==> config.mk <==
export PLATFORM = sky130hd
export DESIGN_NAME = gpio_irq_detect_bank
export DESIGN_NICKNAME = d
export VERILOG_FILES = /design/src/rtl/gpio_irq_pkg.sv /design/src/rtl/gpio_irq_lane_split.sv /design/src/rtl/gpio_irq_pin_det.sv /design/src/rtl/gpio_irq_reduce.sv /design/src/rtl/gpio_irq_detect_bank.sv
export SDC_FILE = /design/constraint.sdc
export NUM_CORES = 1
export LEC_CHECK = 0
export CORE_MARGIN = 2
export CORE_UTILIZATION = 48
export CTS_CLUSTER_SIZE = 24
export DETAILED_ROUTE_END_ITERATION = 12
export GPL_TIMING_DRIVEN = 0
export PLACE_DENSITY_LB_ADDON = 0.08
export SLEW_MARGIN = 10
export SYNTH_ARGS = -nofsm -noshare
export SYNTH_HDL_FRONTEND = slang
export SYNTH_HIERARCHICAL = 1
export SYNTH_SLANG_ARGS = --single-unit
==> constraint.sdc <==
create_clock -name clk -period 5.7 [get_ports clk]
set_clock_uncertainty 0.05 [all_clocks]
set_input_delay 1.71 -clock clk [delete_from_list [all_inputs] [get_ports clk]]
set_output_delay 1.71 -clock clk [all_outputs]
set_load 0.005 [all_outputs]
==> src/rtl/gpio_irq_pkg.sv <==
package gpio_irq_pkg;

   // Three selection bits of one pin, gathered from the three lanes.
   typedef struct packed {
      logic both;      // either direction counts (edge sensing only)
      logic edge_sel;  // 1 = edge sensing, 0 = level sensing
      logic pol;       // 1 = high / rising is active
   } trig_sel_t;

   localparam int TRIG_LANES = 3;

   typedef enum logic [1:0] {
      DET_LEVEL       = 2'd0,
      DET_SINGLE_EDGE = 2'd1,
      DET_DUAL_EDGE   = 2'd2
   } det_kind_e;

   function automatic det_kind_e classify(input trig_sel_t t);
      if (!t.edge_sel)
         return DET_LEVEL;
      else if (t.both)
         return DET_DUAL_EDGE;
      return DET_SINGLE_EDGE;
   endfunction

endpackage

==> src/rtl/gpio_irq_lane_split.sv <==
module gpio_irq_lane_split
   import gpio_irq_pkg::*;
#(
   parameter int PINS_PER_PORT = 8,
   localparam int WORD_W = TRIG_LANES * PINS_PER_PORT
)(
   input  logic [WORD_W-1:0]                  word,
   output trig_sel_t [PINS_PER_PORT-1:0]      sel
);

   // Lane 0 = polarity, lane 1 = edge select, lane 2 = dual-edge override.
   for (genvar b = 0; b < PINS_PER_PORT; b++) begin : g_pin
      assign sel[b].pol      = word[b];
      assign sel[b].edge_sel = word[PINS_PER_PORT + b];
      assign sel[b].both     = word[2*PINS_PER_PORT + b];
   end

endmodule

==> src/rtl/gpio_irq_pin_det.sv <==
module gpio_irq_pin_det
   import gpio_irq_pkg::*;
(
   input  logic      clk,
   input  logic      rst_n,
   input  logic      pin,
   input  trig_sel_t sel,
   input  logic      clr,
   output logic      status
);

   logic      prev_q;
   trig_sel_t sel_q;
   det_kind_e kind;
   logic      sel_moved;
   logic      toggled;
   logic      hit;
   logic      status_d;

   always_comb begin
      kind      = classify(sel);
      sel_moved = (sel != sel_q);
      toggled   = pin ^ prev_q;
      unique case (kind)
         DET_LEVEL:       hit = (pin == sel.pol);
         DET_SINGLE_EDGE: hit = toggled && (pin == sel.pol) && !sel_moved;
         DET_DUAL_EDGE:   hit = toggled && !sel_moved;
         default:         hit = 1'b0;
      endcase
      // A new hit outranks a clear arriving in the same cycle.
      status_d = hit | (status & ~clr);
   end

   // Synchronous reset: history loads the live input so release is silent.
   always_ff @(posedge clk) begin
      if (!rst_n) begin
         prev_q <= pin;
         sel_q  <= sel;
         status <= 1'b0;
      end else begin
         prev_q <= pin;
         sel_q  <= sel;
         status <= status_d;
      end
   end

   AST_RISE_CAPTURE: assert property (@(posedge clk) disable iff (!rst_n)
      (classify(sel) == DET_SINGLE_EDGE && sel.pol && $stable(sel) && $rose(pin)) |=> status);
   AST_FALL_CAPTURE: assert property (@(posedge clk) disable iff (!rst_n)
      (classify(sel) == DET_SINGLE_EDGE && !sel.pol && $stable(sel) && $fell(pin)) |=> status);
   AST_DUAL_CAPTURE: assert property (@(posedge clk) disable iff (!rst_n)
      (classify(sel) == DET_DUAL_EDGE && $stable(sel) && !$stable(pin)) |=> status);
   AST_LEVEL_ACTIVE: assert property (@(posedge clk) disable iff (!rst_n)
      (classify(sel) == DET_LEVEL && pin == sel.pol) |=> status);
   AST_CLEAR_EFFECT: assert property (@(posedge clk) disable iff (!rst_n)
      (classify(sel) != DET_LEVEL && clr && $stable(pin) && $stable(sel)) |=> !status);
   AST_CLEAR_RACE: assert property (@(posedge clk) disable iff (!rst_n)
      (classify(sel) == DET_SINGLE_EDGE && clr && $stable(sel) && !$stable(pin) && pin == sel.pol) |=> status);
   AST_NO_CFG_EDGE: assert property (@(posedge clk) disable iff (!rst_n)
      (classify(sel) != DET_LEVEL && !$stable(sel) && !status) |=> !status);

endmodule

==> src/rtl/gpio_irq_reduce.sv <==
module gpio_irq_reduce #(
   parameter int NPINS = 32
)(
   input  logic             clk,
   input  logic             rst_n,
   input  logic [NPINS-1:0] status,
   input  logic [NPINS-1:0] en,
   output logic             irq
);

   assign irq = |(status & en);

   AST_MASKED_SILENT: assert property (@(posedge clk) disable iff (!rst_n)
      (en == '0) |-> !irq);
   AST_IRQ_HAS_SOURCE: assert property (@(posedge clk) disable iff (!rst_n)
      irq |-> (status != '0));

endmodule

==> src/rtl/gpio_irq_detect_bank.sv <==
module gpio_irq_detect_bank
   import gpio_irq_pkg::*;
#(
   parameter int NUM_PORTS     = 4,
   parameter int PINS_PER_PORT = 8,
   localparam int NPINS  = NUM_PORTS * PINS_PER_PORT,
   localparam int WORD_W = TRIG_LANES * PINS_PER_PORT
)(
   input  logic                        clk,
   input  logic                        rst_n,
   input  logic [NPINS-1:0]            pin_sync,
   input  logic [NUM_PORTS*WORD_W-1:0] trig_cfg,
   input  logic [NPINS-1:0]            irq_en,
   input  logic [NPINS-1:0]            clr_stb,
   output logic [NPINS-1:0]            irq_status,
   output logic                        bank_irq
);

   if (NUM_PORTS < 1) begin : g_bad_ports
      $error("NUM_PORTS must be at least 1");
   end
   if (PINS_PER_PORT < 1 || PINS_PER_PORT > 32) begin : g_bad_width
      $error("PINS_PER_PORT must lie in 1..32");
   end

   for (genvar p = 0; p < NUM_PORTS; p++) begin : g_port
      trig_sel_t [PINS_PER_PORT-1:0] sel;

      gpio_irq_lane_split #(.PINS_PER_PORT(PINS_PER_PORT)) u_split (
         .word (trig_cfg[p*WORD_W +: WORD_W]),
         .sel  (sel)
      );

      for (genvar b = 0; b < PINS_PER_PORT; b++) begin : g_pin
         localparam int IDX = p * PINS_PER_PORT + b;
         gpio_irq_pin_det u_det (
            .clk    (clk),
            .rst_n  (rst_n),
            .pin    (pin_sync[IDX]),
            .sel    (sel[b]),
            .clr    (clr_stb[IDX]),
            .status (irq_status[IDX])
         );
      end
   end

   gpio_irq_reduce #(.NPINS(NPINS)) u_reduce (
      .clk    (clk),
      .rst_n  (rst_n),
      .status (irq_status),
      .en     (irq_en),
      .irq    (bank_irq)
   );

endmodule

==> results.ini, run 1 <==
[status]
status = complete, no violations

[floorplanning]
core_area_um2 = 12700
top_level_ports = 227
die_w_um = 119
die_h_um = 119
rows = 41
initial_core_util_pct = 49.7
die_area_um2 = 14100

[synthesis]
synth_cell_type_count = 16
synthCells = 629
yosysSeqAreaShare_pct = 50.7
synth_area_leaders = dfxtp_1, buf_4, xor2_1, a22o_1, xnor2_1
synth.largest_area_cell = dfxtp_1
synth_top_cell_area_share_pct = 50.7
syn_avg_cell_area_um2 = 10.1
async_flop_share_pct = 0
synth_edf_count = 0
netlist_area_um2 = 6320
synth_flop_cell = dfxtp_1
yosys_warnings = 6
yosysMostFrequentCell = dfxtp_1
synth_fp_nets = 823
ys_ff_latch = 160
yosys-top-cells-count = dfxtp_1, buf_4, xor2_1

[routing]
antenna_left = 0
wl_met3_um = 921
detail_route.iter0.violations = 185
drc = 0
highest-signal-layer = met4
wl_met2_um = 6500
wl_met1_um = 5630
vias_per_cell = 4.74
vias = 4568
firstDrtPassIters = 4
wl_um = 13300
wire_per_inst_um = 13.8

[clocking]
cts_root_buf = clkbuf_16
h-tree-depth = 4
cts_buffer_depth = 2
cts_hold_buf = 0
cts_buffers = 17
cts.clk_slew.worst_paths_ps = 60
clk_latency_ps = 410
cts_tree = done
cts_resized = 0
post_cts_buffers = 0
cts_sinks = 160

[setup_path]
worstSetupPathDepth = 5
cp.buffers_inverters = 2
crit_top_cell = clkdlybuf4s50_1
start_kind = primary input
endpoint_kind = output port
critPathKind = in -> out
cp_slowest_cell = or4_1
critPathMaxStageDelay_ps = 550
arrival_ps = 3640
critPathTopFamily = buffers and inverters
required_ps = 3940
r2r.worst_path.cells = 3
path_max_fanout = 1
crit_chain = clkdlybuf4s50_1 -> a22oi_1 -> nand4_1 -> or4_1 -> clkdlybuf4s50_1

[sta]
fin_tns_setup_ps = 0
slew_headroom_pct = 59.6
fin_crit_sh_pct = 94.8
setup_viol = 0
rsz0062_at_grt = no
final_hold_viol_count = 0
fmax_mhz = 185
layout_min_cycle_time_ps = 5400
maxSlewViolCount = 0
tightest_slew_ps = 606

[cells_and_area]
instances_no_fill = 963
area_growth_pct = 33.1
fillers = 1095
n_antenna_cell = 0
multi_input_comb_area_um2 = 2280
final_nets = 973
drive_gt1_share_pct = 20.0
regArea_um2 = 3200

[global_route]
grt_pass1_vias = 4557
grt_pass1_wl_um = 21500
overflow = 0
grt_max_degree = 37
antenna_found_initial = 0
track_usage_pct = 19.2

[worst_hold_path]
hold_class = reg -> reg
hold_path_depth = 3

[placed_design]
dp.cells = 932
gp_congestion = 0.805
dp_hpwl_um = 10400
portBuffers = 130

[power]
peakVddDrop_uv = 183
p_leak_nw = 3.42
powerDensity_nw_per_um2 = 312

[flow_run]
cap_violations = 0

==> stage by stage <==
step	instance area [um2]	power (W)	setup WS [ps]	utilization [%]	hold slack (ps)
2_1_floorplan	6320	0.00143	1460	-	482
3_3_place_gp	7840	0.00157	281	61.6	492
3_5_place_dp	7860	0.00159	284	61.7	500
6_report	8420	0.00263	297	66.2	504
5_1_grt	8420	0.00274	230	66.2	541
4_1_cts	8420	0.00266	278	66.2	514
==> logic make-up (layout without fill, tap and decap cells) <==
family	after synthesis	after routing	synth area share (%)
AND/OR/NAND/NOR	133	133	10.6
buffers and inverters	128	290	13.3
XOR/XNOR	96	96	13.3
AO/OA/AOI/OAI	112	112	12.1
flip-flops	160	160	50.7
==> registers in the layout, indices dropped and copies added, names as in the netlist <==
register,cells
g_port.g_pin.u_det/prev_q,32
g_port.g_pin.u_det/sel_q,96
g_port.g_pin.u_det/status,32
==> where the power goes <==
part	internal [W]	switching (W)
Clock	0.000655	0.000410
Combinational	0.000216	0.000125
Sequential	0.00119	0.0000337
==> worst paths after layout <==
| kind | start | slack, ps | to |
|---|---|---|---|
| hold reg to reg | g_port[2].g_pin[1].u_det/sel_q[2]$_DFF_P_ | 500 | g_port[2].g_pin[1].u_det/status$_SDFF_PN0_ |
| hold / removal | g_port[2].g_pin[1].u_det/sel_q[2]$_DFF_P_ | 500 | g_port[2].g_pin[1].u_det/status$_SDFF_PN0_ |
| setup / recovery | irq_en[20] | 300 | bank_irq |
| setup reg to reg | g_port[2].g_pin[3].u_det/sel_q[2]$_DFF_P_ | 4630 | g_port[2].g_pin[3].u_det/status$_SDFF_PN0_ |
==> area by class of cell <==
| cell class | instances | share of cell area, % |
|---|---|---|
| flip-flops and latches | 160 | 38.1 |
| multi-input cells | 341 | 27.1 |
| repair buffers | 131 | 15.6 |
| plain buffers | 96 | 8.56 |
| clock buffers | 26 | 6.05 |
| well taps | 172 | 2.56 |
| inverters | 32 | 1.43 |
| clock inverters | 5 | 0.624 |
==> worst reg2reg max path: stages (launching register included) <==
cell and delay, ps:
dfxtp_1 300, or2_2 280, o21ai_0 210, a22o_1 170
==> layout by cell type (no fill, tap or decap) <==
cell type / n
or4_1: 1
nand4_1: 4
a22oi_1: 15
bufinv_16: 1
or2_2: 32
clkdlybuf4s50_1: 129
nand2_1: 32
nand3_1: 32
buf_2: 1
clkbuf_16: 17
a22o_1: 32
nor3_1: 32
o21ai_0: 32
clkinv_2: 3
dfxtp_1: 160
xor2_1: 64
clkbuf_8: 5
clkinvlp_4: 1
a22oi_2: 1
buf_4: 96
inv_1: 32
xnor2_1: 32
o22ai_1: 32
clkbuf_1: 4
buf_12: 1
==> routing by layer <==
metal  global-route usage [%]  vias up
li1                         -     2352
met1                     22.5     2057
met2                     32.4      144
met3                     6.13       15
met4                     7.81        0
met5                        0        -
(Power assumes the default switching activity.)
==> inputs of run 2 (changes only) <==
--- a/config.mk
+++ b/config.mk
@@ -5,7 +5,6 @@
 export SDC_FILE = /design/constraint.sdc
 export NUM_CORES = 1
 export LEC_CHECK = 0
-export CORE_MARGIN = 2
 export CORE_UTILIZATION = 48
 export CTS_CLUSTER_SIZE = 24
 export DETAILED_ROUTE_END_ITERATION = 12
==> run 2 against run 1 <==
Against the previous run:
- cell count grew 0.10%
- sequential share of layout area down 0.31 points
- design area increased by 0.82%
- sequential power barely moved
- highest routed layer unchanged
- sequential cell count did not move
- worst hold slack gained 8.6 ps
==> results.ini, run 2 (same netlist as run 1, synthesis figures left out) <==
[status]
status = complete, no violations  ; unchanged

[setup_path]
crit_top_cell = clkdlybuf4s50_1  ; unchanged
critPathMaxStageDelay_ps = 530  ; was 550 ps
endpoint_kind = output port  ; unchanged
crit_end = bank_irq  ; unchanged
worst_r2r_endpoint = g_port[0].g_pin[4].u_det/status$_SDFF_PN0_  ; was g_port[2].g_pin[3].u_det/status$_SDFF_PN0_
start_kind = primary input  ; unchanged
crit_chain = clkdlybuf4s50_1 -> a22oi_1 -> nand4_1 -> or4_1 -> clkdlybuf4s50_1  ; unchanged
worstSetupPathDepth = 5  ; unchanged
critPathTopFamily = buffers and inverters  ; unchanged
r2r.worst_path.cells = 3  ; unchanged
path_max_fanout = 1  ; unchanged
arrival_ps = 3630  ; was 3640 ps
reg2reg_slack_ps = 4670  ; was 4630 ps
required_ps = 3940  ; about the same
worstReg2RegStart = g_port[0].g_pin[4].u_det/sel_q[2]$_DFF_P_  ; was g_port[2].g_pin[3].u_det/sel_q[2]$_DFF_P_
cp_slowest_cell = or4_1  ; unchanged
critPathKind = in -> out  ; unchanged
cp.buffers_inverters = 2  ; unchanged
crit_start = irq_en[20]  ; unchanged

[global_route]
grtUsageMet2_pct = 34.3  ; was 32.4%
grt_pass1_vias = 4482  ; was 4,557
top_usage_layer = met2  ; unchanged
gr-usage-met1_pct = 21.8  ; was 22.5%
overflow = 0  ; unchanged
grt_pass1_wl_um = 20200  ; was 21,500 um
track_usage_pct = 19.8  ; was 19.2%
grt_max_degree = 35  ; was 37
antenna_found_initial = 0  ; unchanged
met3_usage_pct = 8.03  ; was 6.13%

[routing]
firstDrtPassIters = 4  ; unchanged
vias_per_cell = 4.79  ; was 4.74
wire_per_inst_um = 13.6  ; was 13.8 um
detail_route.iter0.violations = 192  ; was 185
antenna_left = 0  ; unchanged
drc = 0  ; unchanged
vias = 4614  ; was 4,568
wl_um = 13100  ; was 13,300 um

[power]
peakVddDrop_uv = 181  ; was 183 uV
powerDensity_nw_per_um2 = 324  ; was 312 nW/um2
p_int_w = 0.00217  ; was 0.00206 W
power_w = 0.00275  ; was 0.00263 W
p_leak_nw = 3.45  ; was 3.42 nW
clkPwrFrac_pct = 43.2  ; was 40.6%
p_seq_share_pct = 44.4  ; was 46.5%
switching_power_w = 0.000581  ; was 0.000569 W
power_frac_comb_pct = 12.4  ; was 13.0%
netSwitchingFraction_pct = 21.2  ; was 21.7%

[clocking]
clk_latency_ps = 410  ; about the same
h-tree-depth = 4  ; unchanged
post_cts_buffers = 0  ; unchanged
cts_hold_buf = 0  ; unchanged
cts.clk_slew.worst_paths_ps = 60  ; about the same
cts_resized = 0  ; unchanged
cts_buffer_depth = 2  ; unchanged
cts_tree = done  ; unchanged
cts_buffers = 17  ; unchanged
cts_sinks = 160  ; unchanged
cts_root_buf = clkbuf_16  ; unchanged

[sta]
layout_min_cycle_time_ps = 5390  ; was 5400 ps
setup_viol = 0  ; unchanged
rsz0062_at_grt = no  ; unchanged
fmax_mhz = 186  ; was 185 MHz
fin_crit_sh_pct = 94.6  ; was 94.8%
slew_headroom_pct = 55.7  ; was 59.6%
final_hold_viol_count = 0  ; unchanged
fin_tns_setup_ps = 0  ; unchanged
maxSlewViolCount = 0  ; unchanged
tightest_slew_ps = 664  ; was 606 ps

[worst_hold_path]
min_from = g_port[0].g_pin[6].u_det/sel_q[2]$_DFF_P_  ; was g_port[2].g_pin[1].u_det/sel_q[2]$_DFF_P_
hold_class = reg -> reg  ; unchanged

[placed_design]
gp_congestion = 0.752  ; was 0.805
dpl_cell_area_um2 = 7860  ; unchanged
dp_hpwl_um = 10400  ; about the same
portBuffers = 130  ; unchanged

[floorplanning]
rows = 41  ; unchanged
top_level_ports = 227  ; unchanged
die_area_um2 = 13600  ; was 14,100 um2
initial_core_util_pct = 49.7  ; unchanged
die_h_um = 117  ; was 119 um
core_area_um2 = 12700  ; unchanged
die_w_um = 117  ; was 119 um

[cells_and_area]
largest_register_ffs = 96  ; unchanged
drive_gt1_share_pct = 20.5  ; was 20.0%
final_nets = 973  ; unchanged
n_antenna_cell = 0  ; unchanged
final_util_pct = 66.7  ; was 66.2%
top_register = g_port.g_pin.u_det/sel_q  ; unchanged
reg_top3 = g_port.g_pin.u_det/sel_q: 96 flops, g_port.g_pin.u_det/prev_q: 32 flops, g_port.g_pin.u_det/status: 32 flops  ; unchanged
postLayoutCellArea_um2 = 8490  ; was 8420 um2
layout_common_cells = dfxtp_1, clkdlybuf4s50_1, buf_4  ; unchanged
area_growth_pct = 34.2  ; was 33.1%
final_common_cell = dfxtp_1  ; unchanged

[flow_run]
cap_violations = 0  ; unchanged

[run 2: how the worst min path moves through the flow]
stage / endpoint / slack [ps] / cells past startpoint
final: g_port[0].g_pin[6].u_det/status$_SDFF_PN0_ / 510 / 3
after floorplan: g_port[0].g_pin[0].u_det/status$_SDFF_PN0_ / 480 / 3
after global placement: g_port[1].g_pin[6].u_det/status$_SDFF_PN0_ / 490 / 3
after global routing: g_port[0].g_pin[6].u_det/status$_SDFF_PN0_ / 550 / 3
after CTS: g_port[1].g_pin[4].u_det/status$_SDFF_PN0_ / 520 / 3
after detailed placement: g_port[1].g_pin[4].u_det/status$_SDFF_PN0_ / 500 / 3
[run 2: layout make-up]
type	instances	area [um2]
clock buffer	21	470
buffer	96	721
timing repair buffer	131	1320
fill	1048	4240
clock inverter	11	160
tap	172	215
sequential	160	3200
inverter	32	120
multi-input combinational	341	2280
[run 2: per-stage QoR]
| step | setup WS, ps | hold WS (ps) | std cells |
|---|---|---|---|
| after CTS | 277 | 516 | 964 |
| after global routing | 239 | 554 | 964 |
| after detailed placement | 283 | 502 | 932 |
| final | 310 | 512 | 964 |
| after floorplan | 1460 | 482 | 629 |
| after global placement | 275 | 494 | 931 |
[run 2: routing by layer]
| layer | vias to the layer above | part of all wire, % |
|---|---|---|
| li1 | 2349 | - |
| met1 | 2103 | 41 |
| met2 | 150 | 50 |
| met3 | 12 | 7.9 |
| met4 | 0 | 1.3 |
| met5 | - | 0 |
[run 2: power groups by stage]
stage | Clock, W | Combinational, W | Sequential (W)
2_1_floorplan | 0 | 0.000188 | 0.00124
3_3_place_gp | 0 | 0.000334 | 0.00124
5_1_grt | 0.00127 | 0.000377 | 0.00123
6_report | 0.00119 | 0.000342 | 0.00122
3_5_place_dp | 0 | 0.000344 | 0.00124
4_1_cts | 0.00121 | 0.000346 | 0.00122
[run 2: worst register-to-register path: stages (launching register included)]
cell,delay (ps)
dfxtp_1,300
or2_2,280
o21ai_0,180
a22o_1,160
